==> src/rtl/gated_edge_counter.sv <==
module gated_edge_counter #(
  parameter int CNT_W = 16
) (
  input  logic             clk,
  input  logic             rst_n,
  input  logic             meas_in,
  input  logic             gate_ext,
  input  logic             gate_int,
  input  logic [1:0]       gate_sel,
  input  logic             edge_both,
  input  logic             clear,
  output logic [CNT_W-1:0] count,
  output logic             ovf,
  output logic             gate_level,
  output logic             irq
);

  logic [1:0] meas_sy, ext_sy;
  logic       meas_d, gate_d;
  logic       gate_now, meas_rise, gate_rise, gate_fall;

  assign gate_now   = (gate_sel == 2'b00) ? ext_sy[1] : gate_int;
  assign meas_rise  = meas_sy[1] & ~meas_d;
  assign gate_rise  = gate_now & ~gate_d;
  assign gate_fall  = ~gate_now & gate_d;
  assign gate_level = gate_now;

  always_ff @(posedge clk or negedge rst_n) begin
    if (!rst_n) begin
      meas_sy <= '0;
      ext_sy  <= '0;
      meas_d  <= 1'b0;
      gate_d  <= 1'b0;
      irq     <= 1'b0;
    end else begin
      meas_sy <= {meas_sy[0], meas_in};
      ext_sy  <= {ext_sy[0], gate_ext};
      meas_d  <= meas_sy[1];
      gate_d  <= gate_now;
      irq     <= gate_fall | (edge_both & gate_rise);
    end
  end

  always_ff @(posedge clk or negedge rst_n) begin
    if (!rst_n) begin
      count <= '0;
      ovf   <= 1'b0;
    end else if (clear) begin
      count <= '0;
      ovf   <= 1'b0;
    end else if (meas_rise && gate_now) begin
      count <= count + CNT_W'(1);
      if (&count) ovf <= 1'b1;
    end
  end

  a_r2_hold_when_closed: assert property (@(posedge clk) disable iff (!rst_n)
    (!clear && !gate_level) |=> $stable(count));

  a_r1_single_step: assert property (@(posedge clk) disable iff (!rst_n)
    !clear |=> (count == $past(count) || count == $past(count) + CNT_W'(1)));

  a_r7_clear_zeroes: assert property (@(posedge clk) disable iff (!rst_n)
    clear |=> (count == '0 && !ovf));

  a_r8_ovf_sticky: assert property (@(posedge clk) disable iff (!rst_n)
    (ovf && !clear) |=> ovf);

endmodule

==> config.mk <==
export PLATFORM = sky130hd
export DESIGN_NAME = gated_edge_counter
export DESIGN_NICKNAME = d
export VERILOG_FILES = /design/src/rtl/gated_edge_counter.sv
export SDC_FILE = /design/constraint.sdc
export NUM_CORES = 1
export LEC_CHECK = 0
export BUFFER_PORTS_ARGS = -buffer_cell sky130_fd_sc_hd__clkbuf_2
export CAP_MARGIN = 10
export CORE_ASPECT_RATIO = 1.1
export CORE_UTILIZATION = 46
export DETAILED_ROUTE_END_ITERATION = 8
export PLACE_DENSITY_LB_ADDON = 0.12
export REMOVE_ABC_BUFFERS = 1
export SYNTH_ARGS = -nofsm -noshare
export SYNTH_HDL_FRONTEND = slang
export SYNTH_SLANG_ARGS = --single-unit
==> constraint.sdc <==
create_clock -name clk -period 1.7 [get_ports clk]
set_input_delay 0.51 -clock clk [delete_from_list [all_inputs] [get_ports clk]]
set_output_delay 0.51 -clock clk [all_outputs]
set_load 0.02 [all_outputs]
==> run metrics, run 1 <==
Area Overhead vs Synth=34.2%; Worst R2R Start=ext_sy[1]$_DFF_PN0_; Lkg Pwr=around 0.66 nW; WL met1=1.12 mm; Worst-path clk slew=0.13 ns; Die Width=48.8 um; fin crit period=1.83 ns; core area=around 2300 um2; Clock Path Buffers=2; critical path data required time=1.19 ns; worst slack, placed=-0.399 ns; antenna violations before repair=0; largest net degree at the start of global routing=25; DRT iter0 DRCs=8; H-tree depth=1; Compound-Gate Fraction of Synth Area=14.9%; Residual DRC=0; status=finished with violations; total congestion overflow=0; Yosys cell types=31; simple-gate share of the synthesized area=19.3%; VDD IR max=579 uV; R2R depth=4; main combinational cell family by area after synthesis=simple AND/OR/NAND/NOR gates; CTS Buf Count=3; Post-synth EDFFs=0; Initial DRT Pass Iterations=5; clock root buffer=clkbuf_4; Critical Path Source Type=flip-flop; Max Cap Viol=0; proportion of layout cells with a drive suffix above 1=43.8%; Worst Setup End Kind=primary output; ANT cells=0; Power Density=approximately 620 nW/um2; Final GP Congestion=around 0.83; hold_buf cts=0; WL/cell=between 10 and 15 um; final worst-path setup slack=-0.127 ns; Die ar.=2600 um2; uppermost layer routed=met4; Post-Synthesis Cells=106; Reg area=601 um2; I/O Buffers=27; Detail Route met2 WL=about 1.2 mm; Clk Latency, worst-skew pair=roughly 0.31 ns; total wire length=2.37 mm; Final setup viols=6; Async S/R FF share, synth=100%; fmax=547 MHz; Crit path arrival time=around 1.3 ns; RSZ-0062 raised after global routing=yes; Pins Over Slew Limit=0; skew final=0.0152 ns; vias per cell=5.44; hpwl dp=1.59 mm; DIE HEIGHT=53.4 um; XOR/XNOR share of the synthesized area=3.96%; Final ANT Viol Nets=0; relative slew slack=61.1%; I/O pins=28; Placed Area=1350 um2; Syn Std Cell Area=1110 um2; Initial Util=49.1%; Synth Area in Adders=around 1.1%; # fillers=about 190; row cnt=18; CTS tree=yes; setup_tns=-0.298 ns; mux contribution to synthesized area=1.92%; CP Max Fanout=3; Yosys Warn Count=0; most frequent cells in the layout=clkbuf_2 (26), dfrtp_1 (24), buf_4 (13); violated checks=setup timing; Core Util, Final=65.9%; vias in the first global route=approximately 900; Worst Max-Slew Pin Slew=0.583 ns; syn_area_per_cell=10.4 um2; Critical path origin=ext_sy[1]$_DFF_PN0_; multi-input logic area=536 um2; Reg2Reg Setup Slack=-0.09 ns; # clock sinks=24; Synth Register Bits=24; post-route cell area=1480 um2; Final #Nets=between 150 and 200; first-pass GRT wire length=approximately 4 mm; sequential fraction of the synthesis area=54.3%; most common cell after layout, fill and taps aside=clkbuf_2; Vias=958; HP Class=primary input to async pin; Fin. Hold Viols=0; Tot GR Track Use=20.2%; metal3 WL=67 um; category of the most critical setup path=flip-flop to primary output; crit share post-route=107%; Synth Flop Type=dfrtp_1; Reg2Reg Capture Point=count[12]$_DFFE_PN0P_
per-layer routing:
metal | GRT usage (%) | vias up
met5 | 0 | -
met4 | 8.82 | 0
met3 | 2.87 | 2
met2 | 33.1 | 19
met1 | 26.9 | 470
li1 | - | 467
state kept, by name (all words and copies together) (netlist names):
name	cells
ext_sy	2
count	16
meas_d	1
irq	1
ovf	1
gate_d	1
meas_sy	2
per-stage QoR:
stage / power, mW / hold WS (ns) / instances
6_report: 0.920 / 0.170 / 176
3_3_place_gp: 0.674 / 0.333 / 172
5_1_grt: 0.966 / 0.211 / 176
2_1_floorplan: 0.625 / 0.214 / 100
3_5_place_dp: 0.675 / 0.340 / 172
4_1_cts: 0.927 / 0.193 / 176
logic make-up (layout without fill, tap and decap cells):
family | after synthesis | after routing
buf+inv | 9 | 49
fa+ha+maj | 1 | 1
simple gates | 38 | 38
compound gates | 27 | 27
flops | 24 | 24
xor+xnor | 5 | 5
mux | 2 | 2
Yosys cell counts (2+ instances only):
master / instances / area (um2)
nand2_1: 5 / 18.8
xor2_1: 2 / 17.5
buf_1: 2 / 7.51
a211o_1: 2 / 17.5
inv_1: 3 / 11.3
nand4_1: 2 / 12.5
xnor2_1: 3 / 26.3
nand3_1: 7 / 35.0
clkbuf_1: 2 / 7.51
nor2_1: 7 / 26.3
or3_1: 6 / 37.5
or4_1: 3 / 22.5
o31ai_1: 3 / 22.5
buf_6: 2 / 22.5
a21oi_1: 10 / 50.1
a211oi_1: 2 / 15.0
o21ai_0: 7 / 35.0
dfrtp_1: 24 / 601
and4_1: 2 / 17.5
cell type report:
cell class	instances	share of cell area [%]
well taps	30	2.53
inverters	3	0.759
flip-flops and latches	24	40.5
multi-input cells	73	36.1
repair buffers	43	18.6
clock buffers	3	1.52
report_power, final:
part	switching (mW)	internal [mW]	leakage (nW)	total [mW]
Sequential	0.00514	0.583	0.320	0.588
Combinational	0.0494	0.0384	0.329	0.0878
Clock	0.161	0.0828	0.0138	0.244
Total	0.216	0.704	0.663	0.920
timing repair:
action                                  CTS  global route
gates resized for setup                   6            18
endpoints found under the setup margin   10            12
pin swaps                                 0             5
setup buffers                             1             0
critical path: stages (launching register included):
cell	delay, ns
dfrtp_1	0.34
or3b_4	0.39
buf_6	0.13
nand2_4	0.05
buf_8	0.10
worst max-delay path by stage:
stage / cells after the start / slack, ns / to
CTS: 4 / -0.16 / gate_level
finish: 4 / -0.13 / gate_level
floorplan: 4 / -0.35 / count[14]$_DFFE_PN0P_
detailed placement: 5 / -0.40 / count[14]$_DFFE_PN0P_
global route: 4 / -0.20 / gate_level
global placement: 5 / -0.37 / count[12]$_DFFE_PN0P_
No activity file was read; power rests on OpenSTA's default activity.
==> inputs of run 2 (changes only) <==
CORE_UTILIZATION = 23   (was 46)
==> run 2 against run 1 <==
Net effect:
- the run still ends with setup timing left
- combinational power grew 15%
- core utilization down 31 points
- sequential cell count stayed put
- maximum frequency up 0.34%
- worst hold slack better by 0.074 ns
- first-iteration DRC count grew to 2.6 times the previous value
- wire length grew 19%
- register-to-register slack is essentially flat
- largest power group unchanged
==> run metrics, run 2 (same netlist as run 1, synthesis figures left out) <==
status=finished with violations; violated checks=setup timing; Clock Path Buffers=2; # clock sinks=24; total congestion overflow=0; category of the most critical setup path=primary input to primary output; vias per cell=4.66; Final setup viols=10; Clk Latency, worst-skew pair=0.26 ns; CTS tree=yes; DIE HEIGHT=about 75 um; # fillers=about 470; CTS Buf Count=3; HP Class=primary input to async pin; row cnt=26; Final #Nets=~160; Worst-path clk slew=0.09 ns; RSZ-0062 raised after global routing=yes; Worst Max-Slew Pin Slew=0.626 ns; first-pass GRT wire length=around 4.4 mm; Power Density=637 nW/um2; Final GP Congestion=0.768; Pins Over Slew Limit=0; H-tree depth=1; Vias=970; Initial DRT Pass Iterations=4; fmax=~550 MHz; Die ar.=slightly above 5000 um2; Initial Util=between 20% and 30%; core area=4620 um2; antenna violations before repair=0; Worst Setup End Kind=primary output; total wire length=between 2 and 3 mm; Fin. Hold Viols=0; Area Overhead vs Synth=46.2%; Final ANT Viol Nets=0; skew final=0.00154 ns; largest net degree at the start of global routing=25; worst slack, placed=-0.496 ns; critical path data required time=1.19 ns; I/O Buffers=27; clock root buffer=clkbuf_8; ANT cells=0; Biggest register=count; Tot GR Track Use=11.9%; most frequent cells in the layout=clkbuf_2 (25), dfrtp_1 (24), buf_4 (21); max reg flops=16; Residual DRC=0; proportion of layout cells with a drive suffix above 1=50.7%; CP Max Fanout=3; crit share post-route=107%; relative slew slack=between 50% and 60%; Die Width=68.1 um; WL/cell=roughly 14 um; vias in the first global route=between 900 and 1000; biggest regs=count: 16 flops, ext_sy: 2 flops, meas_sy: 2 flops; I/O pins=28; DRT iter0 DRCs=21; non-filler cells in the finished layout=208; final worst-path setup slack=-0.121 ns; Crit path arrival time=~1.3 ns; Critical Path Source Type=primary input; Max Cap Viol=0; VDD IR max=238 uV; most common cell after layout, fill and taps aside=clkbuf_2; Lkg Pwr=~0.7 nW; fin crit period=1.82 ns; Cells after DPL=198; hpwl dp=1.98 mm
run 2: area by class of cell:
type	count	area, um2	area share [%]
Clock buffer	3	41.3	2.55
Multi-Input combinational cell	73	573	35.4
Tap cell	56	70.1	4.33
Timing Repair Buffer	49	320	19.8
Sequential cell	24	601	37.2
Inverter	3	11.3	0.697
run 2: path summary, 6_finish.rpt:
kind	slack [ns]	cells after the start	from	to
worst max-delay path	-0.12	5	gate_sel[1]	gate_level
worst min-delay path	0.24	1	rst_n	ext_sy[0]$_DFF_PN0_
worst max register to register	-0.10	6	ext_sy[1]$_DFF_PN0_	count[15]$_DFFE_PN0P_
worst min register to register	0.36	0	meas_sy[0]$_DFF_PN0_	meas_sy[1]$_DFF_PN0_
max in group asynchronous	1.05	1	rst_n	count[3]$_DFFE_PN0P_
min in group clk	0.35	1	meas_in	meas_sy[0]$_DFF_PN0_
run 2: stage by stage:
stage / utilization (%) / hold slack [ns] / area [um2] / total power [mW] / TNS (ns)
after global placement: 30.0 / 0.334 / 1390 / 0.679 / -5.62
after detailed placement: 30.0 / 0.340 / 1390 / 0.680 / -6.18
after CTS: 33.3 / 0.281 / 1540 / 1.04 / -0.833
after global routing: 35.0 / 0.290 / 1620 / 1.08 / -1.08
after floorplan: - / 0.214 / 1070 / 0.625 / -2.43
final: 35.0 / 0.244 / 1620 / 1.03 / -0.767
run 2: report_power, final:
group	switching [mW]	internal (mW)	leakage (nW)	total, mW
logic	0.0554	0.0455	0.364	0.101
clock network	0.183	0.158	0.0216	0.342
registers	0.00449	0.583	0.320	0.587
total	0.243	0.787	0.705	1.03
run 2: per-layer routing:
| metal | vias to the layer above | wire length (um) | track usage, % |
|---|---|---|---|
| li1 | 479 | - | - |
| met1 | 462 | 1320 | 15.5 |
| met2 | 23 | 1330 | 18.2 |
| met3 | 6 | 110 | 2.27 |
| met4 | 0 | 71 | 6.71 |
| met5 | - | 0 | 0 |
run 2: critical path, stage by stage:
cell,delay [ns]
buf_6,0.09
or3b_4,0.41
buf_6,0.14
nand2_4,0.05
buf_8,0.10
run 2: what timing repair did:
| item | CTS | global route |
|---|---|---|
| gates resized for setup | 16 | 19 |
| setup endpoints to repair | 12 | 14 |
| hold buffers | 0 | 0 |
| endpoints found under the hold margin | 0 | 0 |
| setup buffers | 6 | 1 |
| pin swaps | 12 | 6 |
